[config.mk]
export PLATFORM = sky130hd
export DESIGN_NAME = oc_channel
export DESIGN_NICKNAME = d
export VERILOG_FILES = /design/src/rtl/oc_pkg.sv /design/src/rtl/oc_cfg_regs.sv /design/src/rtl/oc_match.sv /design/src/rtl/oc_level.sv /design/src/rtl/oc_channel.sv
export SDC_FILE = /design/constraint.sdc
export NUM_CORES = 1
export LEC_CHECK = 0
export ABC_CLOCK_PERIOD_IN_PS = 2400
export CAP_MARGIN = 20
export CORE_MARGIN = 1.5
export CORE_UTILIZATION = 49
export CTS_CLUSTER_SIZE = 24
export DETAILED_ROUTE_END_ITERATION = 12
export PLACE_DENSITY_LB_ADDON = 0.25
export SETUP_SLACK_MARGIN = 0.5
export SLEW_MARGIN = 40
export SYNTH_ARGS = -nofsm -noshare
export SYNTH_HDL_FRONTEND = slang
export SYNTH_HIERARCHICAL = 1
export SYNTH_SLANG_ARGS = --single-unit
[constraint.sdc]
create_clock -name clk -period 2.4 [get_ports clk]
set_input_delay 0.48 -clock clk [delete_from_list [all_inputs] [get_ports clk]]
set_output_delay 0.48 -clock clk [all_outputs]
set_load 0.05 [all_outputs]
[src/rtl/oc_pkg.sv]
package oc_pkg;
    localparam int CTL_W     = 8;
    localparam int MODE_LSB  = 4;
    localparam int MODE_W    = 3;
    localparam int PRE_BIT   = 3;

    typedef enum logic [MODE_W-1:0] {
        OM_FROZEN = 3'd0,
        OM_SET    = 3'd1,
        OM_CLR    = 3'd2,
        OM_TOG    = 3'd3,
        OM_LOW    = 3'd4,
        OM_HIGH   = 3'd5,
        OM_PWM_A  = 3'd6,
        OM_PWM_B  = 3'd7
    } oc_mode_e;
endpackage

[src/rtl/oc_cfg_regs.sv]
module oc_cfg_regs
    import oc_pkg::*;
#(
    parameter int CNT_W = 16
) (
    input  logic             clk,
    input  logic             rst_n,
    input  logic             ctl_we,
    input  logic [CTL_W-1:0] ctl_wdata,
    input  logic             cmp_we,
    input  logic [CNT_W-1:0] cmp_wdata,
    input  logic             upd_evt,
    output oc_mode_e         mode,
    output logic             pre_en,
    output logic [CNT_W-1:0] cmp_act
);
    typedef struct packed {
        oc_mode_e         mode;
        logic             pre;
        logic [CNT_W-1:0] shadow;
        logic [CNT_W-1:0] act;
    } cfg_t;

    cfg_t cfg_d, cfg_q;
    logic ctl_unused;

    assign ctl_unused = ^{ctl_wdata[7], ctl_wdata[2:0]};

    always_comb begin
        cfg_d = cfg_q;
        if (ctl_we) begin
            cfg_d.mode = oc_mode_e'(ctl_wdata[MODE_LSB +: MODE_W]);
            cfg_d.pre  = ctl_wdata[PRE_BIT];
        end
        if (cfg_q.pre && upd_evt) begin
            cfg_d.act = cfg_q.shadow;
        end
        if (cmp_we) begin
            cfg_d.shadow = cmp_wdata;
            if (!cfg_q.pre) begin
                cfg_d.act = cmp_wdata;
            end
        end
    end

    always_ff @(posedge clk or negedge rst_n) begin
        if (!rst_n) begin
            cfg_q <= '{mode: OM_FROZEN, pre: 1'b0, shadow: '0, act: '0};
        end else begin
            cfg_q <= cfg_d;
        end
    end

    assign mode    = cfg_q.mode;
    assign pre_en  = cfg_q.pre;
    assign cmp_act = cfg_q.act;
endmodule

[src/rtl/oc_match.sv]
module oc_match #(
    parameter int CNT_W = 16
) (
    input  logic             clk,
    input  logic             rst_n,
    input  logic [CNT_W-1:0] cnt_val,
    input  logic             cnt_en,
    input  logic [CNT_W-1:0] cmp,
    output logic             hit,
    output logic             below,
    output logic             above
);
    typedef struct packed {
        logic seen;
    } mst_t;

    mst_t m_d, m_q;
    logic eq;

    assign eq    = cnt_en && (cnt_val == cmp);
    assign hit   = eq && !m_q.seen;
    assign below = cnt_val < cmp;
    assign above = cnt_val > cmp;

    always_comb begin
        m_d      = m_q;
        m_d.seen = eq;
    end

    always_ff @(posedge clk or negedge rst_n) begin
        if (!rst_n) begin
            m_q <= '{seen: 1'b0};
        end else begin
            m_q <= m_d;
        end
    end
endmodule

[src/rtl/oc_level.sv]
module oc_level
    import oc_pkg::*;
(
    input  logic     clk,
    input  logic     rst_n,
    input  oc_mode_e mode,
    input  logic     hit,
    input  logic     below,
    input  logic     above,
    input  logic     cnt_down,
    output logic     lvl
);
    typedef struct packed {
        logic lvl;
    } lst_t;

    lst_t l_d, l_q;
    logic pwm_lvl;

    assign pwm_lvl = cnt_down ? !above : below;

    always_comb begin
        l_d = l_q;
        unique case (mode)
            OM_FROZEN: l_d.lvl = l_q.lvl;
            OM_SET:    if (hit) l_d.lvl = 1'b1;
            OM_CLR:    if (hit) l_d.lvl = 1'b0;
            OM_TOG:    if (hit) l_d.lvl = !l_q.lvl;
            OM_LOW:    l_d.lvl = 1'b0;
            OM_HIGH:   l_d.lvl = 1'b1;
            OM_PWM_A:  l_d.lvl = pwm_lvl;
            OM_PWM_B:  l_d.lvl = !pwm_lvl;
            default:   l_d.lvl = l_q.lvl;
        endcase
    end

    always_ff @(posedge clk or negedge rst_n) begin
        if (!rst_n) begin
            l_q <= '{lvl: 1'b0};
        end else begin
            l_q <= l_d;
        end
    end

    assign lvl = l_q.lvl;
endmodule

[src/rtl/oc_channel.sv]
module oc_channel
    import oc_pkg::*;
#(
    parameter int CNT_W = 16
) (
    input  logic             clk,
    input  logic             rst_n,
    input  logic [CNT_W-1:0] cnt_val,
    input  logic             cnt_down,
    input  logic             cnt_en,
    input  logic             upd_evt,
    input  logic             ctl_we,
    input  logic [7:0]       ctl_wdata,
    input  logic             cmp_we,
    input  logic [CNT_W-1:0] cmp_wdata,
    output logic             oc_ref,
    output logic [CNT_W-1:0] cmp_active
);
    oc_mode_e         mode_q;
    logic             pre_q;
    logic [CNT_W-1:0] cmp_q;
    logic             match_hit;
    logic             cnt_below;
    logic             cnt_above;

    oc_cfg_regs #(.CNT_W(CNT_W)) u_cfg (
        .clk       (clk),
        .rst_n     (rst_n),
        .ctl_we    (ctl_we),
        .ctl_wdata (ctl_wdata),
        .cmp_we    (cmp_we),
        .cmp_wdata (cmp_wdata),
        .upd_evt   (upd_evt),
        .mode      (mode_q),
        .pre_en    (pre_q),
        .cmp_act   (cmp_q)
    );

    oc_match #(.CNT_W(CNT_W)) u_match (
        .clk     (clk),
        .rst_n   (rst_n),
        .cnt_val (cnt_val),
        .cnt_en  (cnt_en),
        .cmp     (cmp_q),
        .hit     (match_hit),
        .below   (cnt_below),
        .above   (cnt_above)
    );

    oc_level u_lvl (
        .clk      (clk),
        .rst_n    (rst_n),
        .mode     (mode_q),
        .hit      (match_hit),
        .below    (cnt_below),
        .above    (cnt_above),
        .cnt_down (cnt_down),
        .lvl      (oc_ref)
    );

    assign cmp_active = cmp_q;
endmodule

[Word level (Yosys, flattened, before mapping)]
Index checks and enable logic that the tools add are counted.
Widths: inputs -> output; s select.
Word-level totals
  bits in registers: 38
  input port bits: 47
  output and inout bits: 17
  word-level logic and storage cells: 37
Cells by class
  $lt $le $gt $ge: 2
  equality and inequality tests: 11
  mux-type cells: 8
  bitwise operators: 1
  reduce and logical (&&, ||, !) cells: 9
Operators by type and width (number)
  $mux 16: 3
  $eq 16x16->1: 1
  $gt 16x16->1: 1
  $lt 16x16->1: 1
  $eq 3x3->1 const B: 4
  $pmux 1 s7: 1
  $eq 3x2->1 const B: 2
  $ne 2x2->1 const B: 3
  $logic_not 1->1: 4
  $mux 1: 4
  $reduce_and 4->1: 1
  $eq 3x1->1 const B: 1
  $logic_and 1x1->1: 3
  $logic_not 3->1: 1
  $not 1->1: 1

[Longest topological paths before layout]
  word-level depth: 5
  gate-level depth with buffers: 10
  depth with buffers taken out: 9

[By module]
The synthesis kept the hierarchy.
Modules (own cells, without submodules)
  oc_cfg_regs: times used 1, cells an instance 131, area an instance 1905.6 sq um, seq. area each 900.9 sq um
  oc_match: times used 1, cells an instance 63, area an instance 464.2 sq um, seq. area each 25.0 sq um
  oc_level: times used 1, cells an instance 12, area an instance 90.1 sq um, seq. area each 25.0 sq um

[Worst setup path after synthesis]
OpenSTA, ideal clock, no wires.
  path type: reg-to-reg
  start: register u_cfg.cfg_q (netlist bit u_cfg/cmp_act[14])
  end: register u_lvl.l_q (netlist: u_lvl/lvl)
  library setup time: 0.094 ns
  arrival time: 2.133 ns
  data required time: 2.306 ns
  setup slack: 0.173 ns
  cell stages (with the launch flop): 11
  path buffers: 1
  period minus slack after synthesis: 2.227 ns
  cell sequence: dfrtp_1 -> buf_4 -> inv_1 -> ha_1 -> nand4_1 -> nor3_2 -> nand4_1 -> a21boi_0 -> and2_4 -> o311a_1 -> a211oi_1
On the way
  word-level cells in the longest chain between the ends: 5
  elaborated cells between the ends (all ways): 13
  those cells by class: order compare (2); eq/ne (4); mux (2); reduce/logical (5)
Ends and longest elaborated chain
  from (decl): RTL line oc_cfg_regs.sv:24  | cfg_t cfg_d, cfg_q;
  from (signal assigned): RTL line oc_cfg_regs.sv:48  | cfg_q <= '{mode: OM_FROZEN, pre: 1'b0, shadow: '0, act: '0};
  from (signal assigned): RTL line oc_cfg_regs.sv:50  | cfg_q <= cfg_d;
  $gt 16x16->1 (*): RTL line oc_match.sv:23  | assign above = cnt_val > cmp;
  via cnt_above: RTL line oc_channel.sv:24  | logic cnt_above;
  $logic_not 1->1 (*): RTL line oc_level.sv:20  | assign pwm_lvl = cnt_down ? !above : below;
  $mux 1 (*): RTL line oc_level.sv:20
  $logic_not 1->1: RTL line oc_level.sv:32  | OM_PWM_B: l_d.lvl = !pwm_lvl;
  $pmux 1 s7 (*): RTL line oc_level.sv:24  | unique case (mode)
  to (signal assigned): RTL line oc_level.sv:39  | l_q <= '{lvl: 1'b0};
  to (signal assigned): RTL line oc_level.sv:41  | l_q <= l_d;
  to (decl): RTL line oc_level.sv:17  | lst_t l_d, l_q;
Mark *: on every way through the listed nets, which the timed path passes. The rest lies on a longest branch.
A chain may end at the register's enable or synchronous reset.

[Final worst setup path]
  start: input cnt_val[3]
  end: register u_lvl.l_q (netlist: u_lvl/lvl)
On the way
  elaborated cells between the ends (all ways): 13
  those cells by class: order compare (2); eq/ne (4); mux (2); reduce/logical (5)
RTL lines
  from (decl): RTL line oc_channel.sv:8  | input logic [CNT_W-1:0] cnt_val,
  $lt 16x16->1 (*): RTL line oc_match.sv:22  | assign below = cnt_val < cmp;
  via cnt_below: RTL line oc_channel.sv:23  | logic cnt_below;
  $mux 1 (*): RTL line oc_level.sv:20
  $logic_not 1->1: RTL line oc_level.sv:32
  $pmux 1 s7 (*): RTL line oc_level.sv:24
Marked as above.

==> metrics.sh <==
POSTCTSHOLDBUFS=0
DRIVE_ABOVE_1_SHARE_PCT=30.5
LAYOUT-AREA-OVERHEAD-VS-SYNTH_PCT=30.6
LEAKAGEPOWER_nW=1.57
ROUTED_WIRE_LENGTH_PER_INSTANCE_UM=14.9
CRIT_FANOUT=2
MET1_TRACK_DEMAND_OVER_RESOURCE_PCT=25.0
NUMBER_OF_PLACED_INSTANCES_WITH_TAPS_INCLUDED=311
SYNTH.TOP_CELL.AREA_SHARE_PCT=38.7
SYNTH.YOSYS.SEQ_AREA_SHARE_PCT=38.7
START_POINT_OF_THE_CRITICAL_PATH='cnt_val[3]'
USE_MET2_PCT=32.2
DETAIL_ROUTE.FIRST_PASS.ITERATIONS=4
SYNTH.MOST_COMMON_CELL='sky130_fd_sc_hd__mux2i_1'
ANTENNA_VIOLATING_NETS_POST_ROUTE=0
AVGSYNTHCELLAREA_UM2=11.9
FIN_CRIT_SH_PCT=89.8
CLOCK_SKEW_NS=0.00485
TIMING.MAX_CAP.VIOLATIONS=0
CTS.ROOT.BUFFER_CELL='sky130_fd_sc_hd__clkbuf_8'
YS_TYPES=28
FINAL.SETUP.WORST_SLACK_NS=0.245
FINALPOWER_mW=2.23
FINALHOLDWORSTSLACK_NS=0.155
ROUTED_WIRE_LENGTH_UM=4890
NUMBER_OF_ENABLE_TYPE_REGISTER_CELLS_IN_THE_SYNTHESIZED_NETLIST=0
CHIPWIDTH_UM=73.9
CLOCK_INSERTION_DELAY_WORST_SKEW_NS=0.29
POWER-PER-CELL-AREA_nW_PER_UM2=695
ENDPOINT_KIND='flip-flop'
SYNTH_TOP_FLOP_CELL='sky130_fd_sc_hd__dfrtp_1'
IO_PINS=64
INITIAL_ANTENNA_VIOLATION_COUNT=0
FIN_CELLS=329
FIRST_GLOBAL_VIAS=1735
TRITONCTS='done'
SLEW_VIOL_FINAL=0
CLKSINKCOUNT=38
SETUP_VIOL_COUNT_FINAL=0
DRT_FIRST_ITER_VIOLATIONS=64
SLEW_HEADROOM_PCT=63.2
SYNTH.NET_COUNT=269
HOLD_CLASS='in2async'
SYNTH_AREA_UM2=2460
NNETSFINAL=325
SYNTH_TOP_CELLS_BY_COUNT='sky130_fd_sc_hd__mux2i_1, sky130_fd_sc_hd__dfrtp_1, sky130_fd_sc_hd__buf_4'
FMAX_GHz=0.464
HTREEDEPTH=2
YS_WARN_COUNT=6
OVERALL_GLOBAL_ROUTING_RESOURCE_USAGE_PCT=19.5
TIMING_WORST_SLEW_PIN_VALUE_NS=0.552
SYNTH.LARGEST_AREA_CELL='sky130_fd_sc_hd__dfrtp_1'
RSZ0062_AT_GRT='yes'
PATH_CLK_SLEW_NS=0.07
GR-MAX-USAGE-LAYER='met2'
GRT.OVERFLOW.TOTAL=0
POST_SYNTH_INST_COUNT=206
GRT_MAX_DEGREE=39
IO_BUF_COUNT=59
CRITICAL_PATH_REQUIRED_TIME_NS=2.61
POST-ROUTE-MIN-PERIOD_NS=2.16
DETAILEDPLACEMENTHPWL_UM=3360
VIAS=1681
HOLD_VIOL=0
DRCVIOLATIONCOUNT=0
WORST_R2R_STARTPOINT='u_cfg/cmp_act[14]$_DFF_PN0_'
POSTSYNTHREGISTERBITS=38
SYNTH-ASYNC-RESET-RATIO_PCT=100
CTS_INSERTED_BUFFERS=5
GRT_FIRST_PASS_WIRELENGTH_UM=7980
PLACEMENT_ROWS=25
FINALWEIGHTEDCONGESTION=0.781
VDD_DROP_MAX_mV=0.389
DIE_FOOTPRINT_UM2=5450
FP.DIEH_UM=73.9
CRITICAL_PATH_CLASS='in2reg'
RUN_STATUS='complete, no violations'
SYNTH_AREA_LEADERS='sky130_fd_sc_hd__dfrtp_1, sky130_fd_sc_hd__mux2i_1, sky130_fd_sc_hd__mux2_4'
ARRIVAL_NS=2.37
DIODES=0
PRE_CTS_WS_NS=-0.247
AVGVIACOUNTPERCELL=5.11
MET3_USAGE_PCT=5.35
TOTALNEGATIVESETUPSLACK_NS=0
CORE_AREA_UM2=4790
CRITPATHLAUNCHTYPE='primary input'
INITIAL_CORE_UTIL_PCT=51.4
CTS_BUFFER_DEPTH=2
[area by class of cell]
cell class | instances | area, um^2
inverters | 19 | 76.3
multi-input cells | 122 | 1340
clock buffers | 5 | 68.8
fillers | 395 | 1570
well taps | 67 | 83.8
clock inverters | 2 | 10.0
flip-flops and latches | 38 | 953
repair buffers | 76 | 681
[cell usage in the layout, fill, tap and decap left out, drive strengths merged]
cell,instances
clkdlybuf4s15,2
ha,16
mux2i,48
a221oi,1
a21oi,6
buf,19
nor2,3
clkinv,2
a21boi,1
nand2b,2
nand2,8
dlymetal6s2s,1
and2,2
clkbuf,5
nand4,3
inv,19
o311a,1
mux2,20
o32ai,1
a211oi,2
nand3,1
and4,1
dfrtp,38
dlygate4sd2,26
o221ai,1
nor3,3
clkdlybuf4s50,28
o21ai,2
[final timing paths]
check                                               to  slack (ns)  cells past startpoint
max reg2reg                      u_lvl/lvl$_DFFE_PN0P_        0.29                     10
max in group asynchronous   u_cfg/cmp_act[9]$_DFF_PN0_        1.89                      1
min in group clk                 u_lvl/lvl$_DFFE_PN0P_        0.49                      1
min                        u_cfg/cfg_q[18]$_DFFE_PN0P_        0.15                      1
max                              u_lvl/lvl$_DFFE_PN0P_        0.24                      9
min reg2reg                      u_lvl/lvl$_DFFE_PN0P_        0.49                      1
[routing by layer]
layer  up-vias  wire, um
met3         8       247
li1        819         -
met1       807      2240
met5         -         0
met4         0        60
met2        47      2340
[state kept, by name, summed over array words and instances (netlist names)]
| register | cells |
|---|---|
| u_cfg/cfg_q | 16 |
| u_cfg/cmp_act | 16 |
| u_cfg/mode | 3 |
| u_cfg/pre_en | 1 |
| u_lvl/lvl | 1 |
| u_match/m_q | 1 |
[power breakdown]
| part | switching, mW | internal (mW) |
|---|---|---|
| sequential | 0.0851 | 0.741 |
| combinational | 0.556 | 0.432 |
| clock | 0.223 | 0.195 |
| total | 0.864 | 1.37 |
[through the flow]
stage	utilization, %	area (um^2)
floorplan	-	2610
global placement	63.2	3020
detailed placement	63.2	3030
CTS	65.8	3150
global route	67.1	3210
finish	67.1	3210
[cells by family after synthesis]
logic type	share of synthesized area [%]
AOI/OAI and AO/OA	4.27
muxes	30.8
buffers and inverters	12.9
and+or+nand+nor	5.19
adders and majority gates	8.14
DFF	38.7
[repair_timing]
action / in CTS / in global routing
resized for setup: 37 / 6
cloned: 0 / 0
hold endpoints to repair: 0 / 0
pin swaps: 18 / 10
setup endpoints to repair: 18 / 1
setup buffers: 5 / 6
[worst max-delay path, cell delays in order]
cell                              delay, ns
sky130_fd_sc_hd__clkdlybuf4s50_1       0.41
sky130_fd_sc_hd__ha_1                  0.30
sky130_fd_sc_hd__a21oi_2               0.16
sky130_fd_sc_hd__o221ai_2              0.11
sky130_fd_sc_hd__o21ai_2               0.18
sky130_fd_sc_hd__and2_1                0.17
sky130_fd_sc_hd__nor2_2                0.06
sky130_fd_sc_hd__o311a_1               0.36
sky130_fd_sc_hd__a211oi_2              0.14
(Power assumes the default switching activity.)
